**src/rtl/div_pkg.sv**
```systemverilog
package div_pkg;
   typedef enum logic [1:0] {
      ST_IDLE = 2'd0,
      ST_ITER = 2'd1,
      ST_FIX  = 2'd2
   } div_state_e;
endpackage

```
**src/rtl/div_step.sv**
```systemverilog
// One iteration of the divider: trial subtract (or add) on the partial remainder.
module div_step #(
   parameter int WIDTH   = 32,
   parameter bit NONREST = 1'b0
) (
   input  logic [WIDTH+1:0] part_i,
   input  logic [WIDTH-1:0] dvsr_i,
   output logic [WIDTH+1:0] next_o,
   output logic             qbit_o
);
   localparam int PW = WIDTH + 2;

   logic [PW-1:0] dvsr_ext;
   assign dvsr_ext = {2'b00, dvsr_i};

   generate
      if (NONREST) begin : g_nonrest
         // sign of the current partial remainder picks add or subtract
         logic [PW-1:0] sum;
         always_comb begin
            if (part_i[PW-1]) sum = part_i + dvsr_ext;
            else              sum = part_i - dvsr_ext;
         end
         assign next_o = sum;
         assign qbit_o = ~sum[PW-1];
      end else begin : g_rest
         // keep the old value when the trial subtraction underflows
         logic [PW-1:0] diff;
         assign diff   = part_i - dvsr_ext;
         assign qbit_o = ~diff[PW-1];
         assign next_o = diff[PW-1] ? part_i : diff;
      end
   endgenerate
endmodule

```
**src/rtl/div_fix.sv**
```systemverilog
// Final correction: undo the extra left shift and, for non-restoring, fix the sign.
module div_fix #(
   parameter int WIDTH   = 32,
   parameter bit NONREST = 1'b0
) (
   input  logic [WIDTH+1:0] part_i,
   input  logic [WIDTH-1:0] dvsr_i,
   output logic [WIDTH-1:0] rem_o
);
   localparam int PW = WIDTH + 2;

   logic [PW-1:0] half;
   logic [PW-1:0] fixed;
   assign half = {part_i[PW-1], part_i[PW-1:1]};

   generate
      if (NONREST) begin : g_nonrest
         always_comb begin
            if (half[PW-1]) fixed = half + {2'b00, dvsr_i};
            else            fixed = half;
         end
      end else begin : g_rest
         assign fixed = half;
      end
   endgenerate

   assign rem_o = fixed[WIDTH-1:0];
endmodule

```
**src/rtl/div_ctrl.sv**
```systemverilog
// Sequencer: idle, WIDTH iterations, one correction cycle.
module div_ctrl
   import div_pkg::*;
#(
   parameter int WIDTH = 32
) (
   input  logic clk,
   input  logic rst_n,
   input  logic start_i,
   input  logic zero_div_i,
   output logic load_o,
   output logic zero_o,
   output logic step_o,
   output logic fix_o,
   output logic busy_o
);
   localparam int CW = (WIDTH > 2) ? $clog2(WIDTH) : 1;
   localparam logic [CW-1:0] LAST = CW'(WIDTH - 1);

   div_state_e    state_q;
   logic [CW-1:0] cnt_q;
   logic          accept;

   assign accept = start_i && (state_q == ST_IDLE);
   assign load_o = accept && !zero_div_i;
   assign zero_o = accept && zero_div_i;
   assign step_o = (state_q == ST_ITER);
   assign fix_o  = (state_q == ST_FIX);
   assign busy_o = (state_q != ST_IDLE);

   always_ff @(posedge clk) begin
      if (!rst_n) begin
         state_q <= ST_IDLE;
         cnt_q   <= '0;
      end else begin
         unique case (state_q)
            ST_IDLE: begin
               cnt_q <= '0;
               if (load_o) state_q <= ST_ITER;
            end
            ST_ITER: begin
               cnt_q <= cnt_q + 1'b1;
               if (cnt_q == LAST) state_q <= ST_FIX;
            end
            ST_FIX:  state_q <= ST_IDLE;
            default: state_q <= ST_IDLE;
         endcase
      end
   end
endmodule

```
**src/rtl/seq_divider.sv**
```systemverilog
// Multi-cycle unsigned divider with a combined remainder/quotient shift register.
module seq_divider #(
   parameter int WIDTH        = 32,
   parameter bit NONRESTORING = 1'b0
) (
   input  logic             clk,
   input  logic             rst_n,
   input  logic             start,
   input  logic [WIDTH-1:0] dividend,
   input  logic [WIDTH-1:0] divisor,
   output logic [WIDTH-1:0] quotient,
   output logic [WIDTH-1:0] remainder,
   output logic             busy,
   output logic             done,
   output logic             div_by_zero
);
   localparam int PW = WIDTH + 2;   // upper part carries sign and overflow bit

   generate
      if (WIDTH < 2) begin : g_width_check
         $error("seq_divider: WIDTH must be at least 2");
      end
   endgenerate

   logic             load, zero, step, fix;
   logic [PW-1:0]    hi_q;
   logic [WIDTH-1:0] lo_q;
   logic [WIDTH-1:0] dvsr_q;
   logic [PW-1:0]    hi_next;
   logic             qbit;
   logic [WIDTH-1:0] rem_fixed;

   div_ctrl #(.WIDTH(WIDTH)) u_ctrl (
      .clk        (clk),
      .rst_n      (rst_n),
      .start_i    (start),
      .zero_div_i (divisor == '0),
      .load_o     (load),
      .zero_o     (zero),
      .step_o     (step),
      .fix_o      (fix),
      .busy_o     (busy)
   );

   div_step #(.WIDTH(WIDTH), .NONREST(NONRESTORING)) u_step (
      .part_i (hi_q),
      .dvsr_i (dvsr_q),
      .next_o (hi_next),
      .qbit_o (qbit)
   );

   div_fix #(.WIDTH(WIDTH), .NONREST(NONRESTORING)) u_fix (
      .part_i (hi_q),
      .dvsr_i (dvsr_q),
      .rem_o  (rem_fixed)
   );

   // shifting datapath
   always_ff @(posedge clk) begin
      if (!rst_n) begin
         hi_q   <= '0;
         lo_q   <= '0;
         dvsr_q <= '0;
      end else if (load) begin
         // load dividend in the low part and shift the whole register left once
         hi_q   <= {{(PW-1){1'b0}}, dividend[WIDTH-1]};
         lo_q   <= {dividend[WIDTH-2:0], 1'b0};
         dvsr_q <= divisor;
      end else if (step) begin
         hi_q <= {hi_next[PW-2:0], lo_q[WIDTH-1]};
         lo_q <= {lo_q[WIDTH-2:0], qbit};
      end
   end

   // result registers
   always_ff @(posedge clk) begin
      if (!rst_n) begin
         quotient    <= '0;
         remainder   <= '0;
         div_by_zero <= 1'b0;
         done        <= 1'b0;
      end else begin
         done <= fix | zero;
         if (fix) begin
            quotient    <= lo_q;
            remainder   <= rem_fixed;
            div_by_zero <= 1'b0;
         end else if (zero) begin
            quotient    <= '1;
            remainder   <= dividend;
            div_by_zero <= 1'b1;
         end
      end
   end
endmodule

```
**config.mk**
```make
export PLATFORM = sky130hd
export DESIGN_NAME = seq_divider
export DESIGN_NICKNAME = d
export VERILOG_FILES = /design/src/rtl/div_pkg.sv /design/src/rtl/div_step.sv /design/src/rtl/div_fix.sv /design/src/rtl/div_ctrl.sv /design/src/rtl/seq_divider.sv
export SDC_FILE = /design/constraint.sdc
export NUM_CORES = 1
export LEC_CHECK = 0
export CORE_UTILIZATION = 51
export CTS_BUF_LIST = sky130_fd_sc_hd__clkbuf_4
export CTS_CLUSTER_DIAMETER = 80
export DETAILED_ROUTE_END_ITERATION = 6
export PLACE_DENSITY = 0.79
export SYNTH_ARGS = -nofsm -noshare
export SYNTH_HDL_FRONTEND = slang
export SYNTH_SLANG_ARGS = --single-unit
```
**constraint.sdc**
```tcl
create_clock -name clk -period 2.8 [get_ports clk]
set_input_delay 0.56 -clock clk [delete_from_list [all_inputs] [get_ports clk]]
set_output_delay 0.56 -clock clk [all_outputs]
set_load 0.02 [all_outputs]
```
==> metrics, run 1 <==
Unique masters post-synth=61; average wire per standard cell=between 15 and 20 um; final hold vios=0; failing checks=negative setup slack; first-pass GRT wire length=about 40000 um; All-Layer GR Usage=0.280; initial antenna violation count=1; CTS Root Cell=clkbuf_4; Final Hold Slack=around 400 ps; Port Buffers=between 100 and 150; largest family of logic cells by synthesized area=compound AO/OA/AOI/OAI gates; placement-stage cell area=around 12000 sq um; Met1 Wirelength=between 10000 and 15000 um; DRC viols=0; Placement Rows=between 40 and 50; Reg clk slew, reported paths=160 ps; Post-synth top flop=dfxtp_1; met3 wire length=between 1500 and 2000 um; grt total ovfl=0; crit path kind=flop to flop; fraction of layout cells with a size suffix above 1=0.187; CTS tree=done; Post-Layout Inst Area=around 12000 sq um; critical path launch point type=flop; I/O pin total=between 100 and 150; post-synthesis sequential area ratio=0.380; Worst Tran Pin Value=slightly below 600 ps; post-route ant nets=0; # H-tree levels=4; Final HPWL DP=about 18000 um; RD Place Congestion=around 0.91; Tcrit/Tclk final=1.02; Util after Layout=0.710; max_cap viols=0; Avg Inst Size Synth=around 8 sq um; Sink Count=about 170; Hold Buf Count CTS=0; Final setup viols=14; cells after synthesis=around 1100; synthesis-stage register bit count=between 150 and 200; Setup crit end kind=flop; min-delay worst type=input pin to flop; Simple-Gate Fraction of Synth Area=0.183; met2 wire len=11600 um; Compound-Gate Fraction of Synth Area=0.248; latest clock arrival within the worst-skew pair=590 ps; post-synth net total=roughly 1200; RSZ-0062 raised after global routing=true; post-synthesis adder-cell area fraction=0.0494; Vias=around 8800; Clock Path Buffers=2; CP max FO=5; worst vdd ir=roughly 0.00028 V; initial core utilization=0.521; TritonCTS Buffers=17; Total Nets Final=1434; number of global-route vias before repair=about 8000; Cell Pwr Density=~550 nW/um^2; vias per inst=about 5.6; Max Clock Skew=~15 ps; area grow syn2layout=36.2%; warnings from Yosys=0; LEAKAGE=between 0.005 and 0.006 uW; PnR worst setup slack=-64.9 ps; Mapped Area=9020 sq um; die extent in x=roughly 130 um; Async S/R FF share, synth=0; CP arrival=~3400 ps; Max Fclk=349 MHz; Top Metal Used=met4; Die Footprint=roughly 18000 sq um; CP Data Required Time=around 3300 ps; mux contribution to synthesized area=0.0591; Core Region=around 17000 sq um; outcome=complete, but fails checks; final WL=approximately 26000 um; DR pass1 iterations=6; Synth Area in XOR/XNOR=0.0280; slew margin rel.=0.605; DIE HEIGHT=around 130 um; number of fill cells=roughly 1400; Post-synth EDFFs=0; min Tclk post-route=approximately 2900 ps; Total Power=6760 uW; drt first-iter violations=about 600; Max Transition Viols Final=0; largest net degree at the start of global routing=a little under 100
==> synthesized netlist by cell type, types with 3 or more instances <==
master	count	area, sq um
buf_2	6	30.0
nor2b_1	9	56.3
o31ai_1	3	22.5
nor2_1	59	221
o21a_1	6	45.0
or4_1	3	22.5
or2_2	3	18.8
and3_1	5	31.3
xor2_1	9	78.8
a21boi_0	34	255
nor3_1	17	85.1
a211oi_1	3	22.5
nand2b_1	6	37.5
and2_1	4	25.0
nor4_1	9	56.3
ha_1	34	425
a22oi_1	3	22.5
a21oi_1	91	455
o2111ai_1	4	35.0
dfxtp_1	171	3420
buf_1	7	26.3
nand3_1	51	255
nand4_1	10	62.6
mux2i_1	51	510
o21ai_0	76	380
a21o_1	4	30.0
nand2_1	194	728
o21bai_1	5	37.5
clkbuf_1	66	248
o211ai_1	6	45.0
inv_1	42	158
o211a_1	65	651
a31oi_1	6	37.5
xnor2_1	18	158
==> final cells by class <==
cell class / count / area, sq um / area share
repair buffers: 282 / 2670 / 0.217
inverters: 42 / 158 / 0.0128
flip-flops and latches: 171 / 3430 / 0.280
diodes: 1 / 2.50 / 0.000204
well taps: 225 / 282 / 0.0229
clock buffers: 18 / 135 / 0.0110
multi-input cells: 818 / 5450 / 0.443
clock inverters: 14 / 155 / 0.0126
==> state kept, by name (all words and copies together) (netlist names) <==
register	cells
quotient	32
remainder	32
u_ctrl.state_q	2
done	1
hi_q	34
dvsr_q	32
lo_q	32
u_ctrl.cnt_q	5
div_by_zero	1
==> worst paths after layout <==
check,start,endpoint,slack [ps],cells past startpoint
worst max-delay path,hi_q[0],hi_q[1],-60,13
worst min-delay path,rst_n,u_ctrl.state_q[0],400,2
worst max register to register,hi_q[0],hi_q[1],-60,13
worst min register to register,dvsr_q[23],dvsr_q[23],470,2
==> critical path, cell delays in order (launching register included) <==
cell and delay, ps:
dfxtp_2 350, inv_1 100, ha_2 230, nor2b_4 50, o31a_4 290, o2111ai_4 220, a2111oi_4 100, buf_4 170
o311ai_4 270, o21ai_4 120, buf_6 150, xnor2_4 170, or4_1 450, o311ai_1 100
==> metal layers <==
layer / vias to the layer above / global-route usage
li1: 4380 / -
met1: 4018 / 0.383
met3: 64 / 0.0417
met5: - / 0
met4: 0 / 0.105
met2: 341 / 0.445
==> power breakdown <==
part / total (uW) / switching [uW] / internal, uW
logic: 2650 / 1330 / 1320
registers: 2640 / 92.0 / 2550
clock network: 1480 / 983 / 493
total: 6760 / 2410 / 4350
==> repair_timing <==
action	4_1_cts	5_1_grt
endpoints found under the setup margin	34	34
buffers inserted	5	6
pin swaps	5	30
cloned	2	1
gates resized for setup	35	41
==> logic make-up after synthesis <==
logic type	after synthesis
mux	53
fa+ha+maj	35
buf+inv	123
simple gates	376
flops	171
xor+xnor	28
compound gates	326
==> metrics by stage <==
step	worst slack (ps)	TNS (ps)	std cells
after floorplan	77.6	0	1112
after global placement	-348	-35470	1526
after detailed placement	-428	-40830	1526
after CTS	-20.7	-34.0	1564
after global routing	-160	-2360	1571
final	-64.9	-488	1571
==> cells in the final DEF, fill, tap and decap left out, types with 17 or more instances in the layout <==
master           synthesis  routed
a21oi_1                 91      81
dfxtp_1                171     162
o21ai_0                 76      74
o211a_1                 65      65
nor2_1                  59      57
clkdlybuf4s50_1          0     132
nand3_1                 51      51
inv_1                   42      38
clkbuf_4                 0      18
ha_1                    34      25
nand2_1                194     193
buf_4                    1     129
mux2i_1                 51      49
a21boi_0                34      33
xnor2_1                 18      17
(Power assumes the default switching activity.)
==> inputs of run 2 (changes only) <==
==> constraint.sdc (replaced) <==
create_clock -name clk -period 2.3 [get_ports clk]
set_input_delay 0.46 -clock clk [delete_from_list [all_inputs] [get_ports clk]]
set_output_delay 0.46 -clock clk [all_outputs]
set_load 0.02 [all_outputs]
==> metrics, run 2 (synthesis results as in run 1) <==
Final Hold Slack=280 ps (-120 ps); PnR worst setup slack=-518 ps (-453 ps); Place WS=-665 ps (-237 ps); commonest non-fill, non-tap cells in the layout=buf_4, nand2_1, dfxtp_1, clkdlybuf4s50_1, a21oi_1; Vias=9032 (+2.6%); max reg flops=34 (unchanged); RD Place Congestion=0.936 (+2.8%); Total Power=8250 uW (+22%); drt first-iter violations=602 (+2.7%); grt total ovfl=0 (unchanged); Core Region=17300 sq um (unchanged); Sink Count=171 (unchanged); RSZ-0062 raised after global routing=true; LEAKAGE=0.00580 uW (+6.4%); final hold vios=0 (unchanged); die extent in x=135 um (unchanged); first-pass GRT wire length=40700 um (+1.6%); Hold Buf Count CTS=0 (unchanged); r2r setup slk=-520 ps (-450 ps); DRC viols=0 (unchanged); # H-tree levels=4 (unchanged); Reg clk slew, reported paths=160 ps (about the same); fraction of layout cells with a size suffix above 1=0.229 (+0.0419); Cell Pwr Density=644 nW/um^2 (+17%); crit path kind=flop to flop; CP Data Required Time=2800 ps (-490 ps); initial antenna violation count=1 (unchanged); worst vdd ir=0.000441 V (+59%); initial core utilization=0.521 (unchanged); Max Fclk=355 MHz (+1.7%); failing checks=negative setup slack; Port Buffers=133 (unchanged); vias per inst=5.52 (-1.4%); largest net degree at the start of global routing=103 (+4.0%); CTS Root Cell=clkbuf_4; average wire per standard cell=15.9 um (-2.1%); post-route ant nets=0 (unchanged); All-Layer GR Usage=0.283 (+0.00294); max_cap viols=0 (unchanged); Placement Rows=48 (unchanged); outcome=complete, but fails checks; I/O pin total=134 (unchanged); min Tclk post-route=2820 ps (-47.4 ps); TritonCTS Buffers=17 (unchanged); number of fill cells=1334 (-4.3%); Worst Tran Pin Value=619 ps (+25.7 ps); DIE HEIGHT=135 um (unchanged); number of global-route vias before repair=8413 (+5.2%); area grow syn2layout=42.1%; CP arrival=3320 ps (-40 ps); Tcrit/Tclk final=1.23 (+0.202); Clock Path Buffers=2 (unchanged); most common cell after layout, fill and taps aside=buf_4; Max Transition Viols Final=0 (unchanged); slew margin rel.=0.587 (-0.0176); min-delay worst type=input pin to flop; final WL=26100 um (+1.9%); latest clock arrival within the worst-skew pair=600 ps (about the same); CP max FO=7 (+2); critical path launch point type=flop; Total Nets Final=1498 (+4.5%); DR pass1 iterations=5 (-1); Largest Register=hi_q; Final setup viols=34 (+20); CTS tree=done; Final HPWL DP=18600 um (+3.3%); Post-Layout Inst Area=12800 sq um (+4.4%); Setup crit end kind=flop; Die Footprint=18200 sq um (unchanged); Util after Layout=0.741 (+0.0310); placement-stage cell area=12200 sq um (+5.6%); Max Clock Skew=24.1 ps (+9.13 ps)
## run 2: power breakdown
part / internal, uW / leakage (uW) / switching (uW)
combinational: 1680 / 0.00425 / 1620
sequential: 3100 / 0.00140 / 102
clock: 508 / 0.000156 / 1240
total: 5290 / 0.00580 / 2960
## run 2: worst paths after layout
| kind | depth (start not counted) | endpoint | startpoint |
|---|---|---|---|
| worst max-delay path | 12 | hi_q[6] | dvsr_q[8] |
| worst min-delay path | 2 | u_ctrl.state_q[0] | rst_n |
| worst max register to register | 12 | hi_q[6] | dvsr_q[8] |
| worst min register to register | 2 | dvsr_q[21] | dvsr_q[21] |
## run 2: routing by layer
layer | up-vias | routed length (um) | global-route usage
met5 | - | 0 | 0
li1 | 4513 | - | -
met4 | 0 | 567 | 0.0824
met3 | 43 | 1600 | 0.0495
met2 | 328 | 11900 | 0.459
met1 | 4148 | 12000 | 0.384
## run 2: through the flow
| step | setup TNS [ps] | instances |
|---|---|---|
| global placement | -69270 | 1594 |
| finish | -15060 | 1635 |
| floorplan | -8000 | 1112 |
| global route | -18500 | 1635 |
| CTS | -15170 | 1631 |
| detailed placement | -80340 | 1594 |
## run 2: layout make-up
type	instances	area (sq um)	share of cell area
clock inverters	14	153	0.0119
flip-flops and latches	171	3440	0.268
well taps	225	282	0.0220
repair buffers	346	3160	0.246
clock buffers	18	135	0.0105
diodes	1	2.50	0.000195
multi-input cells	818	5490	0.428
inverters	42	158	0.0123
## run 2: critical path: stages, from the launching register on
cell       delay (ps)
dfxtp_2           370
inv_2              40
ha_4              280
and3_4            230
a31oi_4           120
a2111oi_4         490
o311ai_4          160
o21ai_4           230
xor2_4            250
buf_12            160
buf_16            140
mux2i_1           190
a21oi_1            80
## run 2: what timing repair did
action | CTS | global route
pin swaps | 4 | 10
setup buffers | 3 | 1
setup endpoints to repair | 35 | 122
resized for setup | 18 | 39
hold endpoints to repair | 0 | 0
cloned | 2 | 2
